`config.mk`:
```
export PLATFORM = sky130hd
export DESIGN_NAME = evt_pair_counter
export DESIGN_NICKNAME = d
export VERILOG_FILES = /design/src/rtl/evp_pkg.sv /design/src/rtl/evp_counter.sv /design/src/rtl/evp_readmux.sv /design/src/rtl/evt_pair_counter.sv
export SDC_FILE = /design/constraint.sdc
export NUM_CORES = 1
export LEC_CHECK = 0
export ABC_AREA = 1
export BUFFER_PORTS_ARGS = -buffer_cell sky130_fd_sc_hd__buf_2
export CAP_MARGIN = 40
export CORE_UTILIZATION = 55
export CTS_BUF_LIST = sky130_fd_sc_hd__clkbuf_4 sky130_fd_sc_hd__clkbuf_8 sky130_fd_sc_hd__clkbuf_16
export DETAILED_ROUTE_END_ITERATION = 16
export PLACE_DENSITY = 0.73
export RECOVER_POWER = 25
export SETUP_SLACK_MARGIN = 0.4
export SLEW_MARGIN = 20
export SYNTH_ARGS = -nofsm -noshare
export SYNTH_HDL_FRONTEND = slang
export SYNTH_SLANG_ARGS = --single-unit
```
`constraint.sdc`:
```
create_clock -name clk -period 5.3 [get_ports clk]
set_clock_uncertainty 0.1 [all_clocks]
set_input_delay 0.53 -clock clk [delete_from_list [all_inputs] [get_ports clk]]
set_output_delay 0.53 -clock clk [all_outputs]
set_load 0.005 [all_outputs]
```
`src/rtl/evp_pkg.sv`:
```
package evp_pkg;
  localparam int NUM_CNT = 2;

  typedef enum logic [3:0] {
    A_CTRL    = 4'd0,
    A_CEN_SET = 4'd1,
    A_CEN_CLR = 4'd2,
    A_OVF     = 4'd3,
    A_IEN_SET = 4'd4,
    A_IEN_CLR = 4'd5,
    A_SWINC   = 4'd6,
    A_TYPE0   = 4'd7,
    A_TYPE1   = 4'd8,
    A_CNT0    = 4'd9,
    A_CNT1    = 4'd10
  } reg_addr_e;

  typedef enum logic [1:0] {
    EV_EXT   = 2'd0,
    EV_SW    = 2'd1,
    EV_CHAIN = 2'd2,
    EV_NONE  = 2'd3
  } evt_src_e;

  localparam int CTRL_EN_BIT   = 0;
  localparam int CTRL_CRST_BIT = 1;
  localparam int CTRL_RES1_BIT = 6;
  localparam int CTRL_LONG_BIT = 7;
  localparam int CTRL_N_LSB    = 11;
  localparam int CTRL_N_W      = 5;
endpackage

```
`src/rtl/evp_counter.sv`:
```
module evp_counter #(
  parameter int CNT_W = 64
) (
  input  logic             clk,
  input  logic             rst,
  input  logic             clr,
  input  logic             load,
  input  logic [CNT_W-1:0] load_val,
  input  logic             inc,
  input  logic             long_mode,
  output logic [CNT_W-1:0] value,
  output logic             ovf
);
  localparam int LOW_W = CNT_W / 2;

  logic inc_eff;

  // a write or reset in the same cycle wins over the increment
  always_comb begin
    inc_eff = inc && !clr && !load;
    ovf     = inc_eff && (long_mode ? (&value) : (&value[LOW_W-1:0]));
  end

  always_ff @(posedge clk) begin
    if (rst)          value <= '0;
    else if (clr)     value <= '0;
    else if (load)    value <= load_val;
    else if (inc_eff) value <= value + 1'b1;
  end
endmodule

```
`src/rtl/evp_readmux.sv`:
```
module evp_readmux
  import evp_pkg::*;
#(
  parameter int CNT_W = 64,
  parameter int AW    = 4
) (
  input  logic               clk,
  input  logic               rst,
  input  logic [AW-1:0]      rd_addr,
  input  logic               gen_en,
  input  logic               long_mode,
  input  logic [NUM_CNT-1:0] cen,
  input  logic [NUM_CNT-1:0] ien,
  input  logic [NUM_CNT-1:0] ovf_st,
  input  logic [1:0]         src0,
  input  logic [1:0]         src1,
  input  logic [CNT_W-1:0]   cnt0,
  input  logic [CNT_W-1:0]   cnt1,
  output logic [CNT_W-1:0]   rd_data
);
  logic [CNT_W-1:0] rd_nx;

  always_comb begin
    rd_nx = '0;
    case (rd_addr)
      AW'(A_CTRL): begin
        rd_nx[CTRL_EN_BIT]                      = gen_en;
        rd_nx[CTRL_RES1_BIT]                    = 1'b1;
        rd_nx[CTRL_LONG_BIT]                    = long_mode;
        rd_nx[CTRL_N_LSB +: CTRL_N_W]           = CTRL_N_W'(NUM_CNT);
      end
      AW'(A_CEN_SET), AW'(A_CEN_CLR): rd_nx[NUM_CNT-1:0] = cen;
      AW'(A_IEN_SET), AW'(A_IEN_CLR): rd_nx[NUM_CNT-1:0] = ien;
      AW'(A_OVF):   rd_nx[NUM_CNT-1:0] = ovf_st;
      AW'(A_TYPE0): rd_nx[1:0] = src0;
      AW'(A_TYPE1): rd_nx[1:0] = src1;
      AW'(A_CNT0):  rd_nx = cnt0;
      AW'(A_CNT1):  rd_nx = cnt1;
      default:      rd_nx = '0;
    endcase
  end

  always_ff @(posedge clk) begin
    if (rst) rd_data <= '0;
    else     rd_data <= rd_nx;
  end
endmodule

```
`src/rtl/evt_pair_counter.sv`:
```
module evt_pair_counter
  import evp_pkg::*;
#(
  parameter int CNT_W = 64,
  parameter int AW    = 4
) (
  input  logic             clk,
  input  logic             rst,
  input  logic             wr_en,
  input  logic [AW-1:0]    wr_addr,
  input  logic [CNT_W-1:0] wr_data,
  input  logic [AW-1:0]    rd_addr,
  output logic [CNT_W-1:0] rd_data,
  input  logic [1:0]       evt_in,
  output logic             irq
);
  logic               gen_en, long_mode;
  logic [NUM_CNT-1:0] cen, ien, ovf_st;
  logic [1:0]         src [NUM_CNT];
  logic [CNT_W-1:0]   cnt_val [NUM_CNT];
  logic [NUM_CNT-1:0] cnt_ovf, cnt_inc, cnt_load, sw_pulse, active;
  logic [NUM_CNT-1:0] cen_nx, ien_nx, ovf_nx, w1c_mask;
  logic               wr_ctrl, cnt_rst;

  function automatic logic hit(input logic [AW-1:0] a, input reg_addr_e r);
    return wr_en && (a == AW'(r));
  endfunction

  always_comb begin
    wr_ctrl     = hit(wr_addr, A_CTRL);
    cnt_rst     = wr_ctrl && wr_data[CTRL_CRST_BIT];
    sw_pulse    = hit(wr_addr, A_SWINC) ? wr_data[NUM_CNT-1:0] : '0;
    cnt_load[0] = hit(wr_addr, A_CNT0);
    cnt_load[1] = hit(wr_addr, A_CNT1);
    w1c_mask    = hit(wr_addr, A_OVF) ? wr_data[NUM_CNT-1:0] : '0;
    active      = {NUM_CNT{gen_en}} & cen;
  end

  // even counter: external or software source only
  always_comb begin
    cnt_inc[0] = active[0] &&
                 ((src[0] == EV_EXT && evt_in[0]) || (src[0] == EV_SW && sw_pulse[0]));
    cnt_inc[1] = active[1] &&
                 ((src[1] == EV_EXT && evt_in[1]) || (src[1] == EV_SW && sw_pulse[1]) ||
                  (src[1] == EV_CHAIN && !long_mode && cnt_ovf[0]));
  end

  for (genvar i = 0; i < NUM_CNT; i++) begin : g_cnt
    evp_counter #(.CNT_W(CNT_W)) u_counter (
      .clk      (clk),
      .rst      (rst),
      .clr      (cnt_rst),
      .load     (cnt_load[i]),
      .load_val (wr_data),
      .inc      (cnt_inc[i]),
      .long_mode(long_mode),
      .value    (cnt_val[i]),
      .ovf      (cnt_ovf[i])
    );
  end

  always_comb begin
    cen_nx = cen;
    if (hit(wr_addr, A_CEN_SET)) cen_nx = cen | wr_data[NUM_CNT-1:0];
    if (hit(wr_addr, A_CEN_CLR)) cen_nx = cen & ~wr_data[NUM_CNT-1:0];
    ien_nx = ien;
    if (hit(wr_addr, A_IEN_SET)) ien_nx = ien | wr_data[NUM_CNT-1:0];
    if (hit(wr_addr, A_IEN_CLR)) ien_nx = ien & ~wr_data[NUM_CNT-1:0];
    ovf_nx = (ovf_st & ~w1c_mask) | cnt_ovf;
  end

  always_ff @(posedge clk) begin
    if (rst) begin
      gen_en    <= 1'b0;
      long_mode <= 1'b0;
      cen       <= '0;
      ien       <= '0;
      ovf_st    <= '0;
      irq       <= 1'b0;
      for (int i = 0; i < NUM_CNT; i++) src[i] <= EV_EXT;
    end else begin
      if (wr_ctrl) begin
        gen_en    <= wr_data[CTRL_EN_BIT];
        long_mode <= wr_data[CTRL_LONG_BIT];
      end
      if (hit(wr_addr, A_TYPE0)) src[0] <= wr_data[1:0];
      if (hit(wr_addr, A_TYPE1)) src[1] <= wr_data[1:0];
      cen    <= cen_nx;
      ien    <= ien_nx;
      ovf_st <= ovf_nx;
      irq    <= |(ovf_nx & ien_nx);
    end
  end

  evp_readmux #(.CNT_W(CNT_W), .AW(AW)) u_readmux (
    .clk      (clk),
    .rst      (rst),
    .rd_addr  (rd_addr),
    .gen_en   (gen_en),
    .long_mode(long_mode),
    .cen      (cen),
    .ien      (ien),
    .ovf_st   (ovf_st),
    .src0     (src[0]),
    .src1     (src[1]),
    .cnt0     (cnt_val[0]),
    .cnt1     (cnt_val[1]),
    .rd_data  (rd_data)
  );
endmodule

```
==> impl_metrics.toml <==
[synth]
synth_most_common_cell = "nand2_1"
async_flop_share_pct = 0
synth_area_leaders = "dfxtp_1 30%, nand2_1 16%, nand3_1 7.4%"
synth_area_per_cell_sq_um = 6.39
seq_area_frac_synth_pct = 31.4
syn_inst = 2069
synth-main-ff-cell = "dfxtp_1"
yosysTopAreaCell = "dfxtp_1"
synth_seq_cells = 205
synth_nets = 2148
yosysWarnings = 0
syn_area_sq_um = 13200
synth_edf_count = 4
netlist.area_leader.share_pct = 30.5
ys_types = 46
synth_commonest_cells = "557 x nand2_1, 256 x nor2_1, 201 x dfxtp_1"

[clock_tree]
post-cts-setup-buffer-count = 0
htreeDepth = 1
cts_buffer_depth = 3
cts_hold_buf = 0
cts_sinks = 205
ctsResizeCount = 0
clk_root_buffer_cell = "clkbuf_16"
clock_latency_ps = 540
cts_buffers = 25
cts_tree = "yes"
clkTransAtPathRegs_ps = 60

[layout]
synthToLayoutAreaGrowth_pct = 12.2
fin_area_sq_um = 14800
drive_gt1_share_pct = 14.8
fin_nets = 2241

[timing]
relSlewSlack_pct = -145
setup_tns_ps = 0
setup-violations-final = 0
min_period_ps = 4140
tightest_slew_ps = 3670
rsz0062_at_grt = "false"
period_share_pct = 78.1
finalHoldViolCount = 0
fmax_mhz = 242
drv_slew = 65

[routing]
drt_iter0_drc = 1962
via_count = 14700
ant_nets = 0
vias_per_cell = 5.88
firstDrtPassIters = 6
wl_per_cell_um = 21.0
drt_wl_total_mm = 52.6
drc = 0

[pwr]
irDropWorstVdd_uv = 243
finalPower_w = 0.00353
powerDensity_nw_per_um2 = 238
p_leak_nw = 5.23

[global_route]
use_met1_pct = 58.1
busiest_layer = "met2"
grt_pass1_vias = 13500
grt.met2_usage_pct = 63.5
grt_pass1_wl_mm = 78.5
grtUsageMet3_pct = 8.62
grt_usage_pct = 42.5
grt_max_degree = 67
antenna_found_initial = 0
grt_overflow_total = 0

[flow_run]
maxCapViolations = 1

[setup_path]
cp-end-kind = "flop"
crit_path_max_fanout = 64
path_class = "input pin to flop"
reg2reg_from = "g_cnt[0].u_counter.value[0]"
cp-start-kind = "input pin"
cp-startpoint = "rd_addr[3]"
critPathRequiredTime_ps = 5640
arrival_ps = 4480

[place]
placed_cell_area_sq_um = 14000
gp_congestion = 1.02
hpwl_mm = 39.9
port_buffers = 141

[floorplan]
coreArea_sq_um = 23500
die-area_sq_um = 24600
io_pins = 142
die_h_um = 157
initial_utilization_pct = 56.1
die_w_um = 157
num_rows = 56

[worst_hold_path]
holdCritPathClass = "input pin to flop"
min_from = "wr_data[3]"

[run_status]
status = "complete, but fails checks"
violations = "max-capacitance violations, max-slew violations"
[critical path, cell delays in order]
cell and delay, ps:
buf_2 100, inv_1 60, nor2_4 70, clkbuf_1 2560, nand3_1 740, a21oi_1 380
[layer usage]
metal	wire (um)	vias up
li1	-	6882
met1	21400	6781
met2	22100	849
met3	6150	166
met4	2850	0
met5	0	-
[area by class of cell]
type | count | area [sq um]
repair buffers | 159 | 867
clock inverters | 8 | 97.6
multi-input cells | 1590 | 7900
diodes | 1 | 2.50
clock buffers | 35 | 732
fillers | 2300 | 8720
inverters | 181 | 682
flip-flops and latches | 205 | 4140
well taps | 319 | 399
[sequential cells by signal, indices dropped and copies added (netlist names), named ones only]
register               flops
irq                        1
ien                        2
ovf_st                     2
long_mode                  1
u_readmux.rd_data         64
gen_en                     1
src                        4
g_cnt.u_counter.value    128
[placed cells by master (no fill, tap or decap), types with 6 or more instances in the layout]
cell type	synthesis	final
o22ai_1	19	19
o21ai_0	84	84
nor2_2	7	7
dfxtp_1	201	201
nand2_2	65	65
nand3_1	195	195
clkbuf_16	0	25
nor2_4	4	6
xnor2_1	19	19
o21ai_1	7	7
a31oi_1	18	18
buf_2	12	106
buf_4	0	10
inv_1	172	172
inv_2	7	7
nand4_1	24	24
nor3_1	40	40
a21oi_1	117	117
clkbuf_1	49	37
nor2_1	256	254
a21oi_2	60	60
xor2_1	76	76
nand2_1	557	556
[final timing paths]
kind / endpoint / slack [ps] / cells after the start
setup / recovery: u_readmux.rd_data[35] / 1160 / 6
setup reg to reg: g_cnt[1].u_counter.value[0] / 2320 / 14
hold / removal: g_cnt[0].u_counter.value[3] / 230 / 3
hold reg to reg: u_readmux.rd_data[41] / 400 / 2
[cell families (layout without fill, tap and decap cells)]
group,count (synthesis),count (layout),share of synthesized area [%]
adder cells (fa/ha/maj),2,2,0.189
flip-flops,205,205,31.4
buffers and inverters,274,383,9.04
AND/OR/NAND/NOR,1175,1175,38.6
AO/OA/AOI/OAI,318,318,14.5
XOR/XNOR,95,95,6.30
other,0,1,0
[report_power, final]
group,internal (W),switching (W)
registers,0.00156,0.0000143
clock network,0.00105,0.000691
logic,0.0000536,0.000158
[metrics by stage]
step / setup slack (ps) / std cells / hold slack, ps / utilization (%)
final: 1160 / 2498 / 227 / 63.0
after global routing: 1110 / 2497 / 222 / 62.9
after detailed placement: 1780 / 2452 / 388 / 59.5
after CTS: 2000 / 2495 / 192 / 63.0
after global placement: 1850 / 2448 / 390 / 59.2
after floorplan: 3190 / 2069 / 354 / -
(Power assumes the default switching activity.)
